[config.mk]
export PLATFORM = sky130hd
export DESIGN_NAME = bump_avoid_ctrl
export DESIGN_NICKNAME = d
export VERILOG_FILES = /design/src/rtl/bump_avoid_ctrl.sv
export SDC_FILE = /design/constraint.sdc
export NUM_CORES = 1
export LEC_CHECK = 0
export BUFFER_PORTS_ARGS = -buffer_cell sky130_fd_sc_hd__buf_2
export CORE_MARGIN = 4
export CORE_UTILIZATION = 58
export DETAILED_ROUTE_END_ITERATION = 6
export PLACE_DENSITY = 0.87
export SLEW_MARGIN = 40
export SYNTH_ARGS = -nofsm -noshare
export SYNTH_HDL_FRONTEND = slang
export SYNTH_SLANG_ARGS = --single-unit
[constraint.sdc]
create_clock -name clk -period 2.93 [get_ports clk]
set_clock_uncertainty 0.15 [all_clocks]
set_input_delay 0.293 -clock clk [delete_from_list [all_inputs] [get_ports clk]]
set_output_delay 0.293 -clock clk [all_outputs]
set_load 0.05 [all_outputs]
[src/rtl/bump_avoid_ctrl.sv]
`timescale 1ns/1ps
module bump_avoid_ctrl #(
  parameter int unsigned STABLE_CYCLES = 4,
  parameter int unsigned BACK_CYCLES   = 50,
  parameter int unsigned TURN_CYCLES   = 40
) (
  input  logic       clk,
  input  logic       rst,
  input  logic       sw_left,
  input  logic       sw_right,
  output logic [1:0] wheel_left,
  output logic [1:0] wheel_right
);
  localparam int unsigned DW   = $clog2(STABLE_CYCLES + 1);
  localparam int unsigned TMAX = (BACK_CYCLES > TURN_CYCLES) ? BACK_CYCLES : TURN_CYCLES;
  localparam int unsigned TW   = $clog2(TMAX + 1);

  localparam logic [2:0] ST_FWD  = 3'd0;
  localparam logic [2:0] ST_BK_R = 3'd1;
  localparam logic [2:0] ST_BK_L = 3'd2;
  localparam logic [2:0] ST_TN_R = 3'd3;
  localparam logic [2:0] ST_TN_L = 3'd4;

  localparam logic [1:0] W_STOP = 2'b00;
  localparam logic [1:0] W_FWD  = 2'b01;
  localparam logic [1:0] W_REV  = 2'b10;

  logic [1:0] raw, deb;
  assign raw = {sw_right, sw_left};

  for (genvar i = 0; i < 2; i++) begin : g_db
    logic m, s, d;
    logic [DW-1:0] c;
    always_ff @(posedge clk) begin
      if (rst) begin
        m <= 1'b0;
        s <= 1'b0;
        d <= 1'b0;
        c <= '0;
      end else begin
        m <= raw[i];
        s <= m;
        if (s == d) begin
          c <= '0;
        end else if (c == DW'(STABLE_CYCLES - 1)) begin
          d <= s;
          c <= '0;
        end else begin
          c <= c + 1'b1;
        end
      end
    end
    assign deb[i] = d;
  end

  logic [2:0] state, next;
  logic [TW-1:0] tmr;
  logic done, in_back, in_turn;

  assign in_back = (state == ST_BK_R) || (state == ST_BK_L);
  assign in_turn = (state == ST_TN_R) || (state == ST_TN_L);
  assign done = (in_back && tmr == TW'(BACK_CYCLES - 1)) ||
                (in_turn && tmr == TW'(TURN_CYCLES - 1));

  always_comb begin
    next = state;
    case (state)
      ST_FWD:  if (deb[0]) next = ST_BK_R;
               else if (deb[1]) next = ST_BK_L;
      ST_BK_R: if (done) next = ST_TN_R;
      ST_BK_L: if (done) next = ST_TN_L;
      ST_TN_R, ST_TN_L: if (done) next = ST_FWD;
      default: next = ST_FWD;
    endcase
  end

  always_ff @(posedge clk) begin
    if (rst) begin
      state <= ST_FWD;
      tmr   <= '0;
    end else begin
      state <= next;
      tmr   <= (next != state || state == ST_FWD) ? '0 : tmr + 1'b1;
    end
  end

  always_comb begin
    case (state)
      ST_FWD:           begin wheel_left = W_FWD; wheel_right = W_FWD; end
      ST_BK_R, ST_BK_L: begin wheel_left = W_REV; wheel_right = W_REV; end
      ST_TN_R:          begin wheel_left = W_FWD; wheel_right = W_REV; end
      ST_TN_L:          begin wheel_left = W_REV; wheel_right = W_FWD; end
      default:          begin wheel_left = W_STOP; wheel_right = W_STOP; end
    endcase
  end
endmodule


After elaboration in Yosys (flattened, before gate mapping)
Cells that the tools add are included.
{"block": "word_totals", "regBits": 21, "out_inout_bits": 4, "elab_cells": 51, "inputBits": 4}
{"block": "op_classes", "addsub": 3, "reduce_logical": 17, "n_bitwise": 2, "muxes": 8, "n_eq_ne": 11}
{"op": "$mux 3", "count": 5}
{"op": "$eq 3x2->1 const B", "count": 4}
{"op": "$eq 6x6->1 const B", "count": 2}
{"op": "$pmux 3 s4", "count": 1}
{"op": "$reduce_or 3->1", "count": 4}
{"op": "$pmux 2 s2", "count": 2}
{"op": "$reduce_or 2->1", "count": 4}
{"op": "$add 3x1->3 const B", "count": 2}
{"op": "$add 6x1->6 const B", "count": 1}
{"op": "$logic_or 1x1->1", "count": 4}
{"op": "$reduce_and 2->1", "count": 2}
{"op": "$eq 3x1->1 const B", "count": 1}
{"op": "$eq 3x3->1 const B", "count": 1}
{"op": "$logic_not 3->1", "count": 1}
{"op": "$ne 3x3->1", "count": 1}
{"op": "$eq 1x1->1", "count": 2}
{"op": "$logic_and 1x1->1", "count": 2}
{"op": "$not 1->1", "count": 2}

Depth between registers and ports, before layout
{"block": "depth", "ltp_word": 9, "mapped_depth": 6, "depth_no_buf": 6}

Worst setup path after synthesis
OpenSTA, ideal clock, no wires.
{"block": "synth_timing", "path_type": "register to output", "from": "register state[1]", "to": "output port wheel_right[1]", "arrival_time_ps": 1649, "required_time_ps": 2487, "path_slack_ps": 838, "stages_incl_launch_ff": 4, "path_cell_list": "dfxtp_1 > buf_2 > nor2_1 > nor2_1"}
{"block": "synth_between", "elab_chain_cells": 3}
{"item": "start, declared", "line_no": "56", "text": "logic [2:0] state, next;"}
{"item": "start signal, assigned", "line_no": "82", "text": "state <= next;"}
{"item": "$eq 3x1->1, or another cell as far along", "line_no": "88", "text": "case (state)"}
{"item": "$reduce_or 3->1 (no source line) or $reduce_or 2->1 (tied branches)"}
{"item": "$pmux 2 s2 *", "line_no": "88"}
{"item": "end, declared", "line_no": "12", "text": "output logic [1:0] wheel_right"}
Every way passes the cells marked *; elsewhere a longest branch is shown, timed or not.

Final worst setup path
{"block": "layout_timing", "from": "register state[2]", "to": "output port wheel_left[1]"}
{"block": "layout_between", "elab_chain_cells": 3}
{"item": "$eq 3x1->1, or another cell as far along", "line_no": "88"}
{"item": "$reduce_or 3->1 (no source line) or $reduce_or 2->1 (tied branches)"}
{"item": "$pmux 2 s2 *", "line_no": "88"}
{"item": "end, declared", "line_no": "11", "text": "output logic [1:0] wheel_left,"}
Marked as above.

==> results.json <==
{
  "status": "complete, no violations",
  "start_util_pct": 62.3,
  "ys_ff_latch": 21,
  "dpl.hpwl_um": 1270,
  "rrSetupSlack_ns": 1.09,
  "max_cap_violations": 0,
  "diodes": 0,
  "nNetsFinal": 119,
  "grt_pass1_wl_um": 3020,
  "drt.antenna.violating_nets": 0,
  "synthFlopType": "dfxtp_1",
  "fmax_mhz": 532,
  "crit_path_end_kind": "output pin",
  "worst_pin_slew_ns": 0.468,
  "synth_top_area_share_pct": 43.8,
  "fp.dieW_um": 48.7,
  "cts_tree": "yes",
  "synth_cell_type_count": 28,
  "ys_seq_area_share_pct": 43.8,
  "ff2ff_path_depth": 6,
  "syn_inst": 101,
  "ys_top_cells_by_count": "21 x dfxtp_1, 16 x nor2_1, 7 x a211oi_1, 6 x ha_1, 6 x inv_1",
  "place.gp.congestion": 0.825,
  "ir_drop_mv": 0.360,
  "critPathArrivalTime_ns": 1.44,
  "grt_setup_unrepaired": "false",
  "port_buffers": 7,
  "wl_per_cell_um": 13.7,
  "p_leak_nw": 0.392,
  "synth-async-reset-ratio_pct": 0,
  "hp-class": "in2reg",
  "die_area_um2": 2370,
  "post-cts-setup-buffer-count": 0,
  "grt_usage_pct": 16.1,
  "stdcell_area_um2": 1030,
  "slew_viol_final": 0,
  "core_area_um2": 1540,
  "grt_overflow": 0,
  "netlist_area_um2": 960,
  "vias": 719,
  "finalWirelength_um": 1690,
  "htree_num_levels": 1,
  "cts-hold-fix-buffers": 0,
  "clock_sinks": 21,
  "placed_cell_area_um2": 997,
  "r2r_end": "tmr[5]$_SDFF_PP0_",
  "worst-endpoint-required_ns": 2.49,
  "synthToLayoutAreaGrowth_pct": 7.04,
  "cts_buffers": 3,
  "grt_max_degree": 14,
  "clock_latency_ns": 0.31,
  "num_rows": 14,
  "final.setup.tns_ns": 0,
  "power_uw": 506,
  "path_max_fanout": 13,
  "rr_startpoint": "tmr[1]$_SDFF_PP0_",
  "clock_path_buffers": 2,
  "cp-start-kind": "flop",
  "fp.dieH_um": 48.7,
  "synth_nets": 111,
  "path_clk_slew_ns": 0.12,
  "cts-root-buf": "clkbuf_4",
  "syn_area_per_cell_um2": 9.50,
  "synthTopCellsByArea": "dfxtp_1 44%, ha_1 7.8%, nor2_1 6.3%",
  "timing_hold_violations_final": 0,
  "max_slew_margin_pct": 68.6,
  "critPathCapture": "wheel_left[1]",
  "vias_per_cell": 5.80,
  "fillerInstances": 129,
  "path_class": "reg2out",
  "drc": 0,
  "io_pins": 8,
  "fin_crit_sh_pct": 64.2,
  "critPathLaunch": "state[2]$_SDFF_PP0_",
  "cts_resized": 0,
  "first_iter_violations": 12,
  "drive_above_1_share_pct": 13.9,
  "pwr_density_cell_nw_per_um2": 492,
  "whs_ns": 0.0342,
  "grt_pass1_vias": 713,
  "yosysWarnings": 0,
  "yosysTopAreaCell": "dfxtp_1",
  "synth-edff-count": 0,
  "setup_viol": 0,
  "antenna_found_initial": 0,
  "dr.pass1.iters": 4,
  "period_needed_ns": 1.88,
  "yosysMostFrequentCell": "dfxtp_1"
}
how the worst min path moves through the flow:
stage | cells after the start | endpoint | slack [ns] | from
floorplan | 1 | g_db[0].c[0]$_SDFF_PP0_ | 0.25 | g_db[0].c[0]$_SDFF_PP0_
global placement | 1 | g_db[1].c[0]$_SDFF_PP0_ | 0.26 | g_db[1].c[0]$_SDFF_PP0_
detailed placement | 1 | g_db[1].c[0]$_SDFF_PP0_ | 0.26 | g_db[1].c[0]$_SDFF_PP0_
CTS | 2 | g_db[0].m$_SDFF_PP0_ | 0.03 | sw_left
global route | 2 | g_db[0].m$_SDFF_PP0_ | 0.04 | sw_left
finish | 2 | g_db[0].m$_SDFF_PP0_ | 0.03 | sw_left
worst max-delay path, stage by stage (launching register included):
cell and delay [ns]:
dfxtp_1 0.61, xnor2_1 0.12, o21ai_1 0.12, buf_2 0.27
cells in the final DEF, fill, tap and decap left out, types with 2 or more instances in the layout:
cell type	netlist	layout
xor2_1	3	3
nand2_1	4	4
or3_1	3	3
nor2b_1	5	5
xnor2_1	5	5
nand3_1	3	3
inv_1	6	6
a211oi_1	7	7
dfxtp_1	21	21
mux2i_1	2	2
ha_1	6	6
buf_2	2	7
nor2_1	16	16
a21oi_1	3	3
clkbuf_4	0	3
registers in the layout, summed over array words and instances, names as in the netlist:
name	flops
g_db.m	2
g_db.d	2
g_db.c	6
g_db.s	2
tmr	6
state	3
report_power, final:
part,internal [mW],switching [mW]
clock network,0.0521,0.0909
registers,0.292,0.00846
logic,0.0189,0.0430
total,0.363,0.142
layer usage:
| metal | vias to the layer above | wire, um | GRT usage, % |
|---|---|---|---|
| li1 | 366 | - | - |
| met1 | 326 | 777 | 21.1 |
| met2 | 23 | 807 | 25.0 |
| met3 | 4 | 86 | 3.99 |
| met4 | 0 | 23 | 6.73 |
| met5 | - | 0 | 0 |
final cells by class:
cell class	count	area [um2]	share of cell area, %
multi-input cells	70	499	48.6
flip-flops and latches	21	420	40.9
repair buffers	7	35.0	3.41
clock buffers	3	22.5	2.19
inverters	6	22.5	2.19
well taps	16	20.0	1.95
clock inverters	1	7.51	0.731
kinds of logic after synthesis:
family / after synthesis / share of synthesized area (%)
AOI/OAI and AO/OA: 16 / 13.8
xor gates and xnor gates: 8 / 7.30
adders and majority gates: 6 / 7.82
buffers and inverters: 10 / 4.17
DFF: 21 / 43.8
muxes: 2 / 2.09
and+or+nand+nor: 38 / 21.0
metrics by stage:
stage                     util (%)  setup slack [ns]  instances
after detailed placement      64.7              1.11        120
after CTS                     66.6              1.06        124
after global placement        64.7              1.23        120
after global routing          66.6             0.945        124
final                         66.6              1.05        124
after floorplan                  -             0.838        101
No activity file was read; power rests on OpenSTA's default activity.
